--- src/rtl/interlock_ctl.sv ---
module interlock_ctl #(
  parameter int REG_BITS = 5,
  parameter int MUL_LAT  = 3
) (
  input  logic                               clk,
  input  logic                               rst_n,
  input  logic [REG_BITS-1:0]                fd_rs1,
  input  logic                               fd_rs1_vld,
  input  logic [REG_BITS-1:0]                fd_rs2,
  input  logic                               fd_rs2_vld,
  input  logic [REG_BITS-1:0]                fd_rd,
  input  logic                               fd_rd_vld,
  input  logic [1:0]                         fd_op,
  input  logic [REG_BITS-1:0]                dx_rd,
  input  logic                               dx_rd_vld,
  input  logic [1:0]                         dx_op,
  input  logic [MUL_LAT-1:0][REG_BITS-1:0]   mq_rd,
  input  logic [MUL_LAT-1:0]                 mq_rd_vld,
  output logic                               stall,
  output logic                               pc_we,
  output logic                               fd_we,
  output logic                               dx_bubble
);

  localparam logic [1:0] OP_ALU   = 2'd0;
  localparam logic [1:0] OP_LOAD  = 2'd1;
  localparam logic [1:0] OP_STORE = 2'd2;
  localparam logic [1:0] OP_MUL   = 2'd3;

  logic s1_live, s2_live, rd_live, dx_live;
  logic dx_hit1, dx_hit2;
  logic load_use, dx_mul_dep, mq_dep, port_clash, waw_mul;
  logic [MUL_LAT-1:0] mq_live, mq_hit;

  assign s1_live = fd_rs1_vld && (fd_rs1 != '0);
  assign s2_live = fd_rs2_vld && (fd_rs2 != '0);
  assign rd_live = fd_rd_vld  && (fd_rd  != '0);
  assign dx_live = dx_rd_vld  && (dx_rd  != '0);

  assign dx_hit1 = s1_live && dx_live && (fd_rs1 == dx_rd);
  assign dx_hit2 = s2_live && dx_live && (fd_rs2 == dx_rd);

  assign load_use   = (dx_op == OP_LOAD) && (dx_hit1 || (dx_hit2 && fd_op != OP_STORE));
  assign dx_mul_dep = (dx_op == OP_MUL) && (dx_hit1 || dx_hit2);

  for (genvar i = 0; i < MUL_LAT; i++) begin : g_mq
    assign mq_live[i] = mq_rd_vld[i] && (mq_rd[i] != '0);
    assign mq_hit[i]  = mq_live[i] &&
                        ((s1_live && fd_rs1 == mq_rd[i]) || (s2_live && fd_rs2 == mq_rd[i]));
  end

  assign mq_dep     = (|mq_hit) || dx_mul_dep;
  assign port_clash = rd_live && (fd_op != OP_MUL) && mq_live[0];
  assign waw_mul    = rd_live && dx_live && (fd_rd == dx_rd) && (dx_op == OP_MUL);

  assign stall     = load_use || mq_dep || port_clash || waw_mul;
  assign pc_we     = ~stall;
  assign fd_we     = ~stall;
  assign dx_bubble = stall;

  assert_load_src1_R1: assert property (@(posedge clk) disable iff (!rst_n)
    (dx_op == OP_LOAD && dx_rd_vld && dx_rd != '0 && fd_rs1_vld && fd_rs1 == dx_rd) |-> stall);

  assert_mul_tail_R3: assert property (@(posedge clk) disable iff (!rst_n)
    (mq_rd_vld[MUL_LAT-1] && mq_rd[MUL_LAT-1] != '0 && fd_rs2_vld && fd_rs2 == mq_rd[MUL_LAT-1]) |-> stall);

  assert_write_port_R4: assert property (@(posedge clk) disable iff (!rst_n)
    (fd_rd_vld && fd_rd != '0 && fd_op != OP_MUL && mq_rd_vld[0] && mq_rd[0] != '0) |-> stall);

  assert_waw_order_R5: assert property (@(posedge clk) disable iff (!rst_n)
    (dx_op == OP_MUL && dx_rd_vld && fd_rd_vld && fd_rd == dx_rd && fd_rd != '0) |-> stall);

  assert_dead_fields_R6: assert property (@(posedge clk) disable iff (!rst_n)
    (!fd_rs1_vld && !fd_rs2_vld && !fd_rd_vld) |-> !stall);

  assert_hold_controls_R7: assert property (@(posedge clk) disable iff (!rst_n)
    stall |-> (!pc_we && !fd_we && dx_bubble));

  assert_no_producer_R8: assert property (@(posedge clk) disable iff (!rst_n)
    (!dx_rd_vld && mq_rd_vld == '0) |-> !stall);

  assert_alu_forwarded_R8: assert property (@(posedge clk) disable iff (!rst_n)
    (dx_op == OP_ALU && mq_rd_vld == '0) |-> !stall);

endmodule

--- config.mk ---
export PLATFORM = sky130hd
export DESIGN_NAME = interlock_ctl
export DESIGN_NICKNAME = d
export VERILOG_FILES = /design/src/rtl/interlock_ctl.sv
export SDC_FILE = /design/constraint.sdc
export NUM_CORES = 1
export LEC_CHECK = 0
export ABC_AREA = 1
export BUFFER_PORTS_ARGS = -buffer_cell sky130_fd_sc_hd__buf_2
export CAP_MARGIN = 15
export CORE_UTILIZATION = 47
export DETAILED_ROUTE_END_ITERATION = 8
export GPL_TIMING_DRIVEN = 0
export MAX_ROUTING_LAYER = met4
export PLACE_DENSITY_LB_ADDON = 0.2
export SLEW_MARGIN = 10
export SYNTH_ARGS = -nofsm -noshare
export SYNTH_HDL_FRONTEND = slang
export SYNTH_SLANG_ARGS = --single-unit
--- constraint.sdc ---
create_clock -name vclk -period 1.3
set_input_delay 0.065 -clock vclk [all_inputs]
set_output_delay 0.065 -clock vclk [all_outputs]
set_load 0.1 [all_outputs]
==> run summary, run 1 <==
post-DR vias/cell: 5.40
first-pass iteration count of the detailed router: 4
Std-Cell Core Area: 0.00178 mm^2
peak supply drop: 0.306 mV
dpl hpwl: 2290 um
routed len/inst: 14.5 um
CP endpoint: stall
Clock power frac: 0
number of pins with negative max-slew slack in the final report: 0
summed negative setup slack over all endpoints: -580 ps
minimum setup slack after placement: -296 ps
die boundary width: 46.3 um
total via count after detailed routing: 1339
largest family of logic cells by synthesized area: simple AND/OR/NAND/NOR gates
maximum clock frequency: 0.665 GHz
net switching share of the total power: 0.576
failing checks: setup timing
parity-gate share of the synthesized area counting xor and xnor cells: 0.294
floorplan row count: 15
sort of element at the end of the critical path: output pin
Mean Syn Cell Area: 5.09 um^2
number of antenna repair diodes: 0
Die Height: 46.3 um
area overhead of the layout relative to synthesis: 64.7%
CLK BUF: 0
final layout net count: 273
element type at the critical path start: input port
max-cap violation count: 0
Multi-input gate area: 908 um^2
class of the tightest hold or removal check: in -> out
P_int: 0.000270 W
worst setup path startpoint: mq_rd[7]
sequential fraction of design power: 0
drt drc: 0
hold slack final: 695 ps
reported net switching power: 0.000366 W
count of fill cells added during filler insertion: 117
WP data required: 1240 ps
overflow left after global routing: 0
Leakage Power: 0.810 nW
post-layout min period: 1500 ps
share of synthesized area spent on multiplexers: 0
post-synthesis cell type count: 19
synthesized netlist net count: 229
sequential cell area: 0 um^2
most common cell after layout, fill and taps aside: sky130_fd_sc_hd__nand2_1
number of failing hold endpoints at the final stage: 0
I/O pins: 52
final setup fails: 4
final worst-path setup slack: -203 ps
share of the synthesized area in compound gates (AO/OA/AOI/OAI): 0.0570
share of cells above drive strength 1: 0.439
IO Port Bufs: 42
count of mapped cells out of synthesis: 181
First DRT Iteration DRCs: 43
tightest slew margin relative to the limit: 0.813
number of sequential cells in the layout: 0
part of the power in combinational logic: 1.000
share of the clock period used by the worst path: 1.16
simple-gate share of the synthesized area: 0.461
initial antenna violation count: 0
total of warnings raised by yosys: 0
slew of the pin with the lowest slew margin: 277 ps
final RePlAce weighted congestion: 0.870
CP Data Arrival Time: 1440 ps
number of nets with antenna violations after detailed routing: 0
Die ar.: 0.00214 mm^2
wire length of the first global-routing pass: 4640 um
path type of the worst setup path: in -> out
postcts setup bufs: 0
total track usage: 0.299
power per standard cell area: 419 mW/mm^2
run status: finished, violations left
commonest cells after routing, fill and taps aside: sky130_fd_sc_hd__nand2_1, sky130_fd_sc_hd__buf_2, sky130_fd_sc_hd__nor2_1
Post-Synthesis Cell Area: 922 um^2
number of global-route vias before repair: 1103
RSZ-0062 raised after global routing: true
routed wire length: 3590 um
share of the yosys chip area belonging to registers: 0
Post-Synth Adder-Cell Area: 0
total power draw: 0.000636 W
maximum number of pins on one net before global-route repair: 7
starting utilization of the core area: 0.517
worst-path maximum fanout: 3
## power by group through the flow
stage / clock network, W / registers [W] / logic (W)
2_1_floorplan: 0 / 0 / 0.000359
4_1_cts: 0 / 0 / 0.000547
3_3_place_gp: 0 / 0 / 0.000484
3_5_place_dp: 0 / 0 / 0.000500
6_report: 0 / 0 / 0.000636
5_1_grt: 0 / 0 / 0.000677
## cell families (layout without fill, tap and decap cells)
logic type	Yosys count	in the layout
buf+inv	37	79
simple gates	104	104
xor+xnor	31	31
compound gates	9	9
## synth_stat cells
library cell	count	area, um^2
sky130_fd_sc_hd__a21oi_1	2	10.0
sky130_fd_sc_hd__a22o_1	1	8.76
sky130_fd_sc_hd__buf_2	3	15.0
sky130_fd_sc_hd__buf_4	6	45.0
sky130_fd_sc_hd__buf_6	1	11.3
sky130_fd_sc_hd__inv_1	25	93.8
sky130_fd_sc_hd__inv_2	2	7.51
sky130_fd_sc_hd__nand2_1	55	206
sky130_fd_sc_hd__nand3_1	13	65.1
sky130_fd_sc_hd__nand3_2	1	10.0
sky130_fd_sc_hd__nand3b_1	1	7.51
sky130_fd_sc_hd__nand4_1	2	12.5
sky130_fd_sc_hd__nor2_1	30	113
sky130_fd_sc_hd__nor3_1	1	5.00
sky130_fd_sc_hd__nor4_1	1	6.26
sky130_fd_sc_hd__o21ai_0	3	15.0
sky130_fd_sc_hd__o22ai_1	3	18.8
sky130_fd_sc_hd__xnor2_1	10	87.6
sky130_fd_sc_hd__xor2_1	21	184
## layer usage
metal,global-route usage,vias up,share of wire
met5,-,-,0
met4,0.0529,0,0.022
met1,0.352,600,0.36
met2,0.558,92,0.54
met3,0.0118,11,0.074
li1,-,636,-
## through the flow
step,util,area (um^2),std cells
floorplan,-,1020,181
global placement,0.707,1260,248
detailed placement,0.707,1260,248
CTS,0.749,1340,248
global route,0.852,1520,248
finish,0.852,1520,248
## final cells by class
type               instances  area share
plain buffers             10       0.105
inverters                 27      0.0750
multi-input cells        144       0.598
well taps                 25      0.0206
repair buffers            42       0.201
## repair_timing
item                       in CTS  in global routing
gates resized for setup        27                 56
setup endpoints to repair       4                  4
pin swaps                      10                 38
hold buffers                    0                  0
## worst min-delay path by stage
stage                       startpoint  endpoint  slack (ps)  depth (start not counted)
after floorplan           mq_rd_vld[2]     fd_we         480                          5
after global placement       dx_rd_vld     fd_we         770                          5
after detailed placement     dx_rd_vld     fd_we         780                          5
after CTS                    dx_rd_vld     fd_we         670                          5
after global routing         dx_rd_vld     fd_we         710                          5
final                        dx_rd_vld     fd_we         690                          5
## critical path, stage by stage
cell and delay, ps:
sky130_fd_sc_hd__buf_2 120, sky130_fd_sc_hd__nor2_1 100, sky130_fd_sc_hd__nand2_1 60, sky130_fd_sc_hd__o21ai_0 250, sky130_fd_sc_hd__inv_1 130, sky130_fd_sc_hd__nand2_2 110, sky130_fd_sc_hd__nand2_2 80, sky130_fd_sc_hd__nor2_4 150
sky130_fd_sc_hd__nand2_4 90, sky130_fd_sc_hd__buf_12 130, sky130_fd_sc_hd__buf_12 150
Power figures use the tool's default switching activity.
==> run 2, diff against run 1 <==
Settings changed: CORE_MARGIN set to 2.
==> run 2 against run 1 <==
Against the previous run:
- the flow still finishes with violations (setup timing)
- critical endpoint unchanged
- critical path depth up 4
- flip-flop and latch count unchanged
- die area up 8.8%
- routed wire length down 3.0%
- global-route usage down 4.8 points
- non-clock buffer count unchanged
- final cell count up 0.81%
- first-iteration DRC count down 23%
==> run summary, run 2 (synthesis results as in run 1) <==
failing checks: setup timing
dpl hpwl: 2230 um (-2.3%)
CLK BUF: 0 (unchanged)
sequential fraction of design power: 0 (unchanged)
maximum clock frequency: 0.742 GHz (+11%)
class of the tightest hold or removal check: in -> out
number of failing hold endpoints at the final stage: 0 (unchanged)
peak supply drop: 0.319 mV (+4.0%)
max-cap violation count: 0 (unchanged)
net switching share of the total power: 0.576 (about the same)
I/O pins: 52 (unchanged)
area after detailed placement: 0.00126 mm^2 (+0.20%)
final layout net count: 273 (unchanged)
share of cells above drive strength 1: 0.453 (+0.0135)
P_int: 0.000266 W (-1.5%)
run status: finished, violations left
most common cell after layout, fill and taps aside: sky130_fd_sc_hd__nand2_1
element type at the critical path start: input port
overflow left after global routing: 0 (unchanged)
total track usage: 0.251 (-0.0476)
Multi-input gate area: 920 um^2 (+1.2%)
Die Height: 48.3 um (+4.3%)
share of the clock period used by the worst path: 1.04 (-0.119)
routed wire length: 3480 um (-3.0%)
final worst-path setup slack: -48.2 ps (+155 ps)
sequential cell area: 0 um^2 (unchanged)
post-layout min period: 1350 ps (-155 ps)
final cell count without fillers: 250 (+0.81%)
drt drc: 0 (unchanged)
final std cell area, no fill: 0.00151 mm^2 (-0.41%)
final setup fails: 2 (-2)
Core Util, Final: 0.795 (-0.0565)
initial antenna violation count: 0 (unchanged)
power per standard cell area: 415 mW/mm^2 (-1.0%)
IO Port Bufs: 42 (unchanged)
Leakage Power: 0.807 nW (-0.37%)
RSZ-0062 raised after global routing: true
area overhead of the layout relative to synthesis: 64.0%
number of sequential cells in the layout: 0 (unchanged)
number of global-route vias before repair: 1010 (-8.4%)
post-placement cell count: 250 (+0.81%)
First DRT Iteration DRCs: 33 (-23%)
part of the power in combinational logic: 1.000 (about the same)
count of fill cells added during filler insertion: 138 (+18%)
reported net switching power: 0.000361 W (-1.3%)
number of antenna repair diodes: 0 (unchanged)
die boundary width: 48.3 um (+4.3%)
Clock power frac: 0 (unchanged)
tightest slew margin relative to the limit: 0.873 (+0.0598)
CP Data Arrival Time: 1280 ps (-160 ps)
Die ar.: 0.00233 mm^2 (+8.8%)
sort of element at the end of the critical path: output pin
minimum setup slack after placement: -295 ps (+1.24 ps)
total via count after detailed routing: 1300 (-2.9%)
commonest cells after routing, fill and taps aside: sky130_fd_sc_hd__nand2_1, sky130_fd_sc_hd__buf_2, sky130_fd_sc_hd__xor2_1
final RePlAce weighted congestion: 0.922 (+6.0%)
Std-Cell Core Area: 0.00190 mm^2 (+6.7%)
first-pass iteration count of the detailed router: 4 (unchanged)
post-DR vias/cell: 5.20 (-3.7%)
path type of the worst setup path: in -> out
number of pins with negative max-slew slack in the final report: 0 (unchanged)
total power draw: 0.000627 W (-1.4%)
maximum number of pins on one net before global-route repair: 7 (unchanged)
slew of the pin with the lowest slew margin: 189 ps (-88.7 ps)
worst-path maximum fanout: 6 (+3)
routed len/inst: 13.9 um (-3.8%)
wire length of the first global-routing pass: 4110 um (-11%)
WP data required: 1240 ps (about the same)
floorplan row count: 16 (+1)
starting utilization of the core area: 0.485 (-0.0323)
number of nets with antenna violations after detailed routing: 0 (unchanged)
## run 2: through the flow
| stage | TNS [ps] | hold WS, ps |
|---|---|---|
| floorplan | -382 | 478 |
| global placement | -930 | 768 |
| detailed placement | -1040 | 773 |
| CTS | 0 | 640 |
| global route | -359 | 685 |
| finish | -57.3 | 659 |
## run 2: layout make-up
class | instances | area share
tap | 27 | 0.0223
timing repair buffer | 43 | 0.208
buffer | 9 | 0.0868
multi-input combinational | 144 | 0.608
inverter | 27 | 0.0753
## run 2: critical path, cell delays in order
cell and delay (ps):
sky130_fd_sc_hd__buf_12 100, sky130_fd_sc_hd__inv_2 30, sky130_fd_sc_hd__nand2_2 40, sky130_fd_sc_hd__nand2_1 50, sky130_fd_sc_hd__inv_1 50, sky130_fd_sc_hd__nand2_1 50, sky130_fd_sc_hd__nor2_1 120, sky130_fd_sc_hd__nand3_1 110
sky130_fd_sc_hd__nand2_1 110, sky130_fd_sc_hd__nand2_2 70, sky130_fd_sc_hd__nand2_2 70, sky130_fd_sc_hd__nand2_2 80, sky130_fd_sc_hd__nand2_4 80, sky130_fd_sc_hd__buf_12 100, sky130_fd_sc_hd__buf_16 160
## run 2: repair_timing
action                     4_1_cts  5_1_grt
setup endpoints to repair        4        4
pin swaps                       18       23
buffers inserted                 1        0
hold buffers                     0        0
gates resized for setup         45       36
## run 2: worst paths after layout
path	from	end	depth (start not counted)	slack (ps)
max	fd_rs1[3]	stall	15	-50
min	dx_rd_vld	fd_we	5	660
## run 2: per-layer routing
| layer | vias to the layer above | GRT usage | wire [um] |
|---|---|---|---|
| met3 | 16 | 0.00370 | 203 |
| li1 | 636 | - | - |
| met5 | - | - | 0 |
| met4 | 0 | 0.0595 | 117 |
| met2 | 68 | 0.461 | 1800 |
| met1 | 580 | 0.301 | 1360 |
## run 2: power by group through the flow
stage | Sequential, W | Clock (W) | Combinational (W)
after floorplan | 0 | 0 | 0.000359
after global placement | 0 | 0 | 0.000483
after detailed placement | 0 | 0 | 0.000497
after CTS | 0 | 0 | 0.000552
after global routing | 0 | 0 | 0.000667
final | 0 | 0 | 0.000627
